===== src/rtl/spi_rate_pkg.sv =====
package spi_rate_pkg;

    parameter int PRESC_W = 8;
    parameter int DIV_W   = 8;
    localparam int HALF_W = PRESC_W - 1;

    typedef struct packed {
        logic [HALF_W-1:0] half;  // prescale / 2, never zero
        logic [DIV_W-1:0]  div;   // second-stage terminal count
    } rate_cfg_t;

    typedef enum logic {
        PH_LEAD  = 1'b0,
        PH_TRAIL = 1'b1
    } half_phase_e;

    // Drop the prescale LSB and clamp to the minimum even value of 2.
    function automatic rate_cfg_t make_cfg(input logic [PRESC_W-1:0] presc,
                                           input logic [DIV_W-1:0]   div);
        rate_cfg_t c;
        c.half = HALF_W'(presc >> 1);
        if (c.half == '0)
            c.half = HALF_W'(1);
        c.div = div;
        return c;
    endfunction

endpackage


===== src/rtl/rate_cfg_hold.sv =====
module rate_cfg_hold
    import spi_rate_pkg::*;
(
    input  logic               clk,
    input  logic               rst,
    input  logic               load,
    input  logic [PRESC_W-1:0] presc,
    input  logic [DIV_W-1:0]   div,
    output rate_cfg_t          cfg
);

    always_ff @(posedge clk) begin
        if (rst || load)
            cfg <= make_cfg(presc, div);
    end


    cfg_hold_chk: assert property (@(posedge clk) disable iff (rst)
        !load |=> cfg == $past(cfg));


    half_nonzero_chk: assert property (@(posedge clk) disable iff (rst)
        cfg.half != '0);

endmodule


===== src/rtl/rate_prescaler.sv =====
module rate_prescaler
    import spi_rate_pkg::*;
(
    input  logic              clk,
    input  logic              rst,
    input  logic              run,
    input  logic [HALF_W-1:0] half,
    output logic              pre_tick
);

    logic [HALF_W-1:0] cnt;

    assign pre_tick = run && (cnt == half - HALF_W'(1));

    always_ff @(posedge clk) begin
        if (rst || !run)
            cnt <= '0;
        else if (pre_tick)
            cnt <= '0;
        else
            cnt <= cnt + HALF_W'(1);
    end


    presc_range_chk: assert property (@(posedge clk) disable iff (rst)
        cnt < half);


    presc_idle_chk: assert property (@(posedge clk) disable iff (rst)
        !run |=> cnt == '0);

endmodule


===== src/rtl/rate_divider.sv =====
module rate_divider
    import spi_rate_pkg::*;
(
    input  logic             clk,
    input  logic             rst,
    input  logic             run,
    input  logic             pre_tick,
    input  logic [DIV_W-1:0] div,
    output logic             tick
);

    logic [DIV_W-1:0] cnt;
    logic             at_end;

    assign at_end = (cnt == div);
    assign tick   = pre_tick && at_end;

    always_ff @(posedge clk) begin
        if (rst || !run)
            cnt <= '0;
        else if (pre_tick)
            cnt <= at_end ? '0 : cnt + DIV_W'(1);
    end


    div_range_chk: assert property (@(posedge clk) disable iff (rst)
        cnt <= div);


    div_idle_chk: assert property (@(posedge clk) disable iff (rst)
        !run |=> cnt == '0);

endmodule


===== src/rtl/rate_phase.sv =====
module rate_phase
    import spi_rate_pkg::*;
(
    input  logic        clk,
    input  logic        rst,
    input  logic        run,
    input  logic        tick,
    output half_phase_e ph,
    output logic        bit_end
);

    assign bit_end = tick && (ph == PH_TRAIL);

    always_ff @(posedge clk) begin
        if (rst || !run)
            ph <= PH_LEAD;
        else if (tick)
            ph <= (ph == PH_LEAD) ? PH_TRAIL : PH_LEAD;
    end


    phase_hold_chk: assert property (@(posedge clk) disable iff (rst)
        run && !tick |=> ph == $past(ph));

endmodule


===== src/rtl/spi_rate_gen.sv =====
module spi_rate_gen
    import spi_rate_pkg::*;
(
    input  logic               clk,
    input  logic               rst,
    input  logic               en,
    input  logic               cpol,
    input  logic [PRESC_W-1:0] presc,
    input  logic [DIV_W-1:0]   div,
    output logic               tick,
    output logic               sclk
);

    logic        run;
    logic        load;
    logic        pre_tick;
    logic        bit_end;
    rate_cfg_t   cfg;
    half_phase_e ph;

    assign run  = en && !rst;
    assign load = !run || bit_end;

    rate_cfg_hold u_cfg (
        .clk   (clk),
        .rst   (rst),
        .load  (load),
        .presc (presc),
        .div   (div),
        .cfg   (cfg)
    );

    rate_prescaler u_pre (
        .clk      (clk),
        .rst      (rst),
        .run      (run),
        .half     (cfg.half),
        .pre_tick (pre_tick)
    );

    rate_divider u_div (
        .clk      (clk),
        .rst      (rst),
        .run      (run),
        .pre_tick (pre_tick),
        .div      (cfg.div),
        .tick     (tick)
    );

    rate_phase u_ph (
        .clk     (clk),
        .rst     (rst),
        .run     (run),
        .tick    (tick),
        .ph      (ph),
        .bit_end (bit_end)
    );

    assign sclk = cpol ^ (ph == PH_TRAIL);


    idle_level_chk: assert property (@(posedge clk) disable iff (rst)
        !en |=> sclk == cpol);


    reset_quiet_chk: assert property (@(posedge clk)
        rst |-> !tick);

endmodule


===== config.mk =====
export PLATFORM = sky130hd
export DESIGN_NAME = spi_rate_gen
export DESIGN_NICKNAME = d
export VERILOG_FILES = /design/src/rtl/spi_rate_pkg.sv /design/src/rtl/rate_cfg_hold.sv /design/src/rtl/rate_prescaler.sv /design/src/rtl/rate_divider.sv /design/src/rtl/rate_phase.sv /design/src/rtl/spi_rate_gen.sv
export SDC_FILE = /design/constraint.sdc
export NUM_CORES = 1
export LEC_CHECK = 0
export ABC_AREA = 1
export ABC_CLOCK_PERIOD_IN_PS = 2400
export BUFFER_PORTS_ARGS = -buffer_cell sky130_fd_sc_hd__clkbuf_2
export CAP_MARGIN = 25
export CORE_ASPECT_RATIO = 1.25
export CORE_UTILIZATION = 55
export DETAILED_ROUTE_END_ITERATION = 7
export PLACE_DENSITY = 0.77
export SLEW_MARGIN = 40
export SYNTH_ARGS = -nofsm -noshare
export SYNTH_HDL_FRONTEND = slang
export SYNTH_SLANG_ARGS = --single-unit
export TNS_END_PERCENT = 20

===== constraint.sdc =====
create_clock -name clk -period 2.4 [get_ports clk]
set_input_delay 0.72 -clock clk [delete_from_list [all_inputs] [get_ports clk]]
set_output_delay 0.72 -clock clk [all_outputs]
set_load 0.02 [all_outputs]

* Yosys cells after proc, flatten, opt, wreduce, memory -nomap -nowiden
Index checks and enable logic that the tools add are counted.
** Cells by class
- Reduce and logical (&&, ||, !) cells :: 11
- Equality and inequality tests :: 2
- Bitwise gates (word level) :: 1
- Multiplexer cells :: 2
- $add $sub $neg :: 3
** Operators with widths (number)
- $add A8 B1 Y8 const B :: 1
- $eq A8 B8 Y1 :: 1
- $mux W8 :: 1
- $add A7 B1 Y7 const B :: 1
- $eq A7 B7 Y1 :: 1
- $logic_not A7 Y1 :: 1
- $sub A7 B1 Y7 const B :: 1
- $logic_and A1 B1 Y1 :: 4
- $logic_or A1 B1 Y1 :: 3
- $logic_not A1 Y1 :: 2
- $reduce_or A2 Y1 :: 1
- $mux W1 :: 1
- $xor A1 B1 Y1 :: 1
** Word-level totals
- Word-level logic and storage cells :: 24
- Input bits :: 20
- Output and inout bits :: 2
- Register bits after elaboration :: 31

* Depth between registers and ports, before layout
- Depth in word-level cells :: 7
- Depth in mapped cells :: 13
- Depth with buffers taken out :: 13

* Modules after synthesis
Synthesis repeated with hierarchy kept, for this count alone.
** Second synthesis, totals
- Cell total of the unflattened synthesis :: 219
- Area, all modules :: 1647.8 µm²
** Modules (own cells, without submodules)
- rate_prescaler :: area an instance 550.5 µm², sequential area each 140.1 µm², cells an instance 97, times used 1
- rate_divider :: area an instance 513.0 µm², sequential area each 160.2 µm², cells an instance 78, times used 1
- rate_cfg_hold :: area an instance 503.0 µm², sequential area each 450.4 µm², cells an instance 28, times used 1
- rate_phase :: area an instance 43.8 µm², sequential area each 20.0 µm², cells an instance 7, times used 1
- spi_rate_gen :: area an instance 37.5 µm², sequential area each 0.0 µm², cells an instance 9, times used 1

* Worst setup path after synthesis
Ideal clock, no wire load.
- Kind :: input-to-output
- Start :: input port en
- End :: output port tick
- Path buffers :: 0
- Arrival :: 1.594 ns
- Stages on the path :: 8
- Path slack :: 0.086 ns
- Required time :: 1.680 ns
- Path through :: inv_1 nor2_4 nand3_2 nor2_1 nand3_2 nor2_8 nand3_2 inv_1
** On the way
- Longest elaborated chain between the ends :: 3
** Ends and longest elaborated chain
- start, declared :: RTL line spi_rate_gen.sv:6 : input logic en,
- $logic_and A1 B1 Y1 :: RTL line spi_rate_gen.sv:21 : assign run = en && !rst;
- $logic_and A1 B1 Y1 :: RTL line rate_prescaler.sv:13 : assign pre_tick = run && (cnt == half - HALF_W'(1));
- $logic_and A1 B1 Y1 :: RTL line rate_divider.sv:16 : assign tick = pre_tick && at_end;
- end, declared :: RTL line spi_rate_gen.sv:10 : output logic tick,
Every way passes these cells.

* Final worst setup path
- Start :: register u_cfg.cfg[8] (netlist name)
- End :: output port tick
** On the way
- Longest elaborated chain between the ends :: 4
** Ends and longest elaborated chain (RTL line)
- $sub A7 B1 Y7 :: rate_prescaler.sv:13
- $eq A7 B7 Y1 :: rate_prescaler.sv:13
- $logic_and A1 B1 Y1 :: rate_prescaler.sv:13
- $logic_and A1 B1 Y1 :: rate_divider.sv:16
Every way passes these cells.

==> results by group <==
Run status
  • Status: finished, violations left
  • Failing checks: setup timing

Placed design
  • GPL Wtd Cong: approximately 0.82
  • Place WS: -0.001998 ns
  • # port buffers: 20
  • Hpwl dp: ~2400 um
  • Placed Instances: about 280

Synthesis
  • Cell count after synthesis: around 220
  • Netlist cell types: 29
  • Async SR Flop Fraction: 0%
  • Synth Net Count: roughly 250
  • YS warnings: 0
  • Synth area leader: edfxtp_1
  • Number of synthesized register bits: 31
  • Seq/Total Area, Yosys: 43.72%
  • Synth area leaders: edfxtp_1 (26%), dfxtp_1 (18%), nand2_1 (12%)
  • Cell area after synthesis: ~1800 sq um
  • Yosys top cell area share: between 20% and 30%
  • Synthesized area per cell: 7.906 sq um
  • Most frequent cells after synthesis: nand2_1 (57), nor2_1 (27), inv_1 (26)
  • Count leader, synth: nand2_1
  • Synth Flop Type: dfxtp_1
  • EDFF count, synth: 15

Cells and area
  • Final nets: between 200 and 300
  • P&R area growth vs syn: 16.04%
  • Antenna diode count: 0
  • Non-Filler Instances: slightly below 300
  • Layout cell share with drive strength beyond 1: 24.51%
  • Fill cell count: between 200 and 300

Worst setup path
  • Critical Path Fanout Max: 2
  • CP Buf/Inv Count: 4
  • Arr. time, crit path: between 1.5 and 2 ns
  • Slowest stage delay, CP: ~0.4 ns
  • Crit-path cells: inv_2 > ha_4 > inv_2 > nand2_2 > nand3_2 > nor2_4 > nand3_4 > nor2_8 > nand3_2 > inv_2 > buf_8
  • Worst path most repeated cell: inv_2
  • CP top delay family: simple AND/OR/NAND/NOR gates
  • Worst Setup End Kind: output port
  • CP Class: register to output port
  • Worst Setup Start Kind: register
  • Worst EP required: about 1.7 ns
  • Crit-path slowest cell: edfxtp_1

STA
  • Slew of the pin with the lowest slew margin: between 0.2 and 0.3 ns
  • Slew Viols, Final: 0
  • RSZ-0062 raised after global routing: yes
  • Worst Skew: roughly 0.0046 ns
  • Fmax: roughly 400 MHz
  • Max_slew headroom: around 81%
  • Fin Setup TNS: -0.08364 ns
  • Tmin final: between 2 and 2.5 ns
  • Min Hold Slack: just under 0.5 ns
  • Final Hold Vio Count: 0
  • Final critical-path share of the clock period: 103.5%
  • Final setup margin: -0.08364 ns
  • Final setup violation count: 1

Die
  • Core area: roughly 3000 sq um
  • Row cnt: 22
  • Die width: 52.64 um
  • DIE AREA: between 3000 and 4000 sq um
  • IO Count: 22
  • Initial Utilization: between 50 and 60%
  • Die Ht: between 60 and 70 um

Clock network
  • Clk pin slew, worst setup/hold paths: approximately 0.090 ns
  • Sinks on Clock Net: 31
  • H-tree depth: 2
  • Clk_lat worst skew: 0.33 ns
  • TritonCTS clock tree: done
  • Buffer depth of the longest clock path: 2
  • Cts bufs inserted: 5
  • CTS Hold Buffers Added: 0
  • Root Driver: clkbuf_4

Route
  • DRT iter0 DRCs: 31
  • First-pass detailed-route iteration total: 4
  • Vias: around 1500
  • WL final: between 3000 and 4000 um
  • Vias per cell: 5.059
  • Post-DRT Antenna Nets: 0
  • DRC Markers: 0
  • Routed WL per cell: roughly 11 um

Global routing
  • Vias in the first global route: around 1300
  • Global-route wire length before repair: 5333 um
  • Total track usage: 21.95%
  • Total gr overflow: 0
  • Initial antenna violation count: 0
  • Largest net degree at the start of global routing: 15

Power and ir drop
  • Max VDD drop: 0.4661 mV
  • Lkg Pwr: 0.9235 nW
  • P per Cell Area: roughly 500 nW/um^2
  • Final Power: around 1.0 mW

Run
  • Max Cap Viol: 0

Worst hold path
  • Tightest Hold Check Type: register to register
[worst register-to-register path, cell delays in order, from the launching register on]
cell and delay, ns:
edfxtp_1 0.40, inv_2 0.07, ha_4 0.27, inv_2 0.03, nand2_2 0.05, nand3_2 0.09
nor2_4 0.11, nand3_4 0.09, nor2_8 0.09, buf_4 0.10, buf_4 0.16, nand4_1 0.09
nand2_1 0.13, buf_12 0.17
[layout by cell type (no fill, tap or decap)]
cell type  netlist  routed
xnor2_1          5       5
nand3b_1         1       1
o21ai_1          1       1
clkbuf_4         0       5
nand3_2          4       3
edfxtp_1        15      15
o21ai_0          2       2
clkbuf_2         0      19
ha_1             3       2
nor2_2           4       4
ha_4             0       1
a21oi_1          8       8
xor2_1          10      10
or2_2            1       1
nand3_1         16      16
a21o_1           1       1
buf_12           0       1
nand2_2          2       3
nand2_4          2       2
nand4_1          3       3
nor2_1          27      26
nor2_8           2       2
inv_1           26      22
nand3_4          0       1
buf_8            0       1
dfxtp_1         16      16
clkbuf_1         6       1
nor3_1           2       2
nor4_1           1       1
buf_4            0       9
or2_1            1       1
nor2_4           2       3
inv_2            3       7
nand2_1         57      56
clkinv_1         0       2
[power by group]
group / switching (mW) / leakage [nW] / internal, mW
Clock: 0.164 / 0.0273 / 0.108
Combinational: 0.0894 / 0.614 / 0.0679
Sequential: 0.0188 / 0.282 / 0.582
[kinds of logic (layout without fill, tap and decap cells)]
| logic type | Yosys count | count (layout) | synth area share, % |
|---|---|---|---|
| XOR/XNOR | 15 | 15 | 7.452 |
| adder cells (fa/ha/maj) | 3 | 3 | 2.129 |
| AND/OR/NAND/NOR | 125 | 125 | 34.78 |
| buffers and inverters | 37 | 67 | 8.374 |
| flip-flops | 31 | 31 | 43.72 |
| AO/OA/AOI/OAI | 12 | 12 | 3.549 |
[cell type report]
| type | instances | area [sq um] | share of cell area (%) |
|---|---|---|---|
| Clock inverter | 2 | 7.507 | 0.3670 |
| Clock buffer | 6 | 41.29 | 2.018 |
| Tap cell | 36 | 45.04 | 2.202 |
| Sequential cell | 31 | 770.7 | 37.68 |
| Multi-Input combinational cell | 155 | 874.6 | 42.75 |
| Inverter | 29 | 108.9 | 5.321 |
| Timing Repair Buffer | 30 | 197.7 | 9.664 |
[state kept, by name, indices dropped and copies added, names as in the netlist]
name and flops:
u_cfg.cfg 15, u_div.cnt 8, u_pre.cnt 7, u_ph.ph 1
[final timing paths]
check	startpoint	cells after the start	end	slack, ns
max	u_cfg.cfg[8]$_SDFFCE_PN1P_	11	tick	-0.08
min	u_pre.cnt[0]$_SDFF_PP0_	1	u_pre.cnt[0]$_SDFF_PP0_	0.49
max reg2reg	u_cfg.cfg[8]$_SDFFCE_PN1P_	13	u_cfg.cfg[9]$_SDFFCE_PN0P_	0.26
min reg2reg	u_pre.cnt[0]$_SDFF_PP0_	1	u_pre.cnt[0]$_SDFF_PP0_	0.49
[per-stage QoR]
step           instance area (sq um)  util [%]
2_1_floorplan                   1763         -
3_5_place_dp                    1934     64.47
3_3_place_gp                    1934     64.47
4_1_cts                         2024     67.47
5_1_grt                         2046     68.18
6_report                        2046     68.18
[layer usage]
metal  GRT usage (%)  part of all wire, %  up-vias
met2           40.03                   55       40
met3           7.639                  4.9        6
met1           21.07                   38      659
met5               0                    0        -
met4           10.53                  2.0        0
li1                -                    -      757
[timing repair]
item,CTS,global route
gates resized for setup,9,3
pin swaps,6,6
endpoints found under the setup margin,1,1
buffers inserted,2,1
Note: power is estimated with default switching activity, not from simulation.
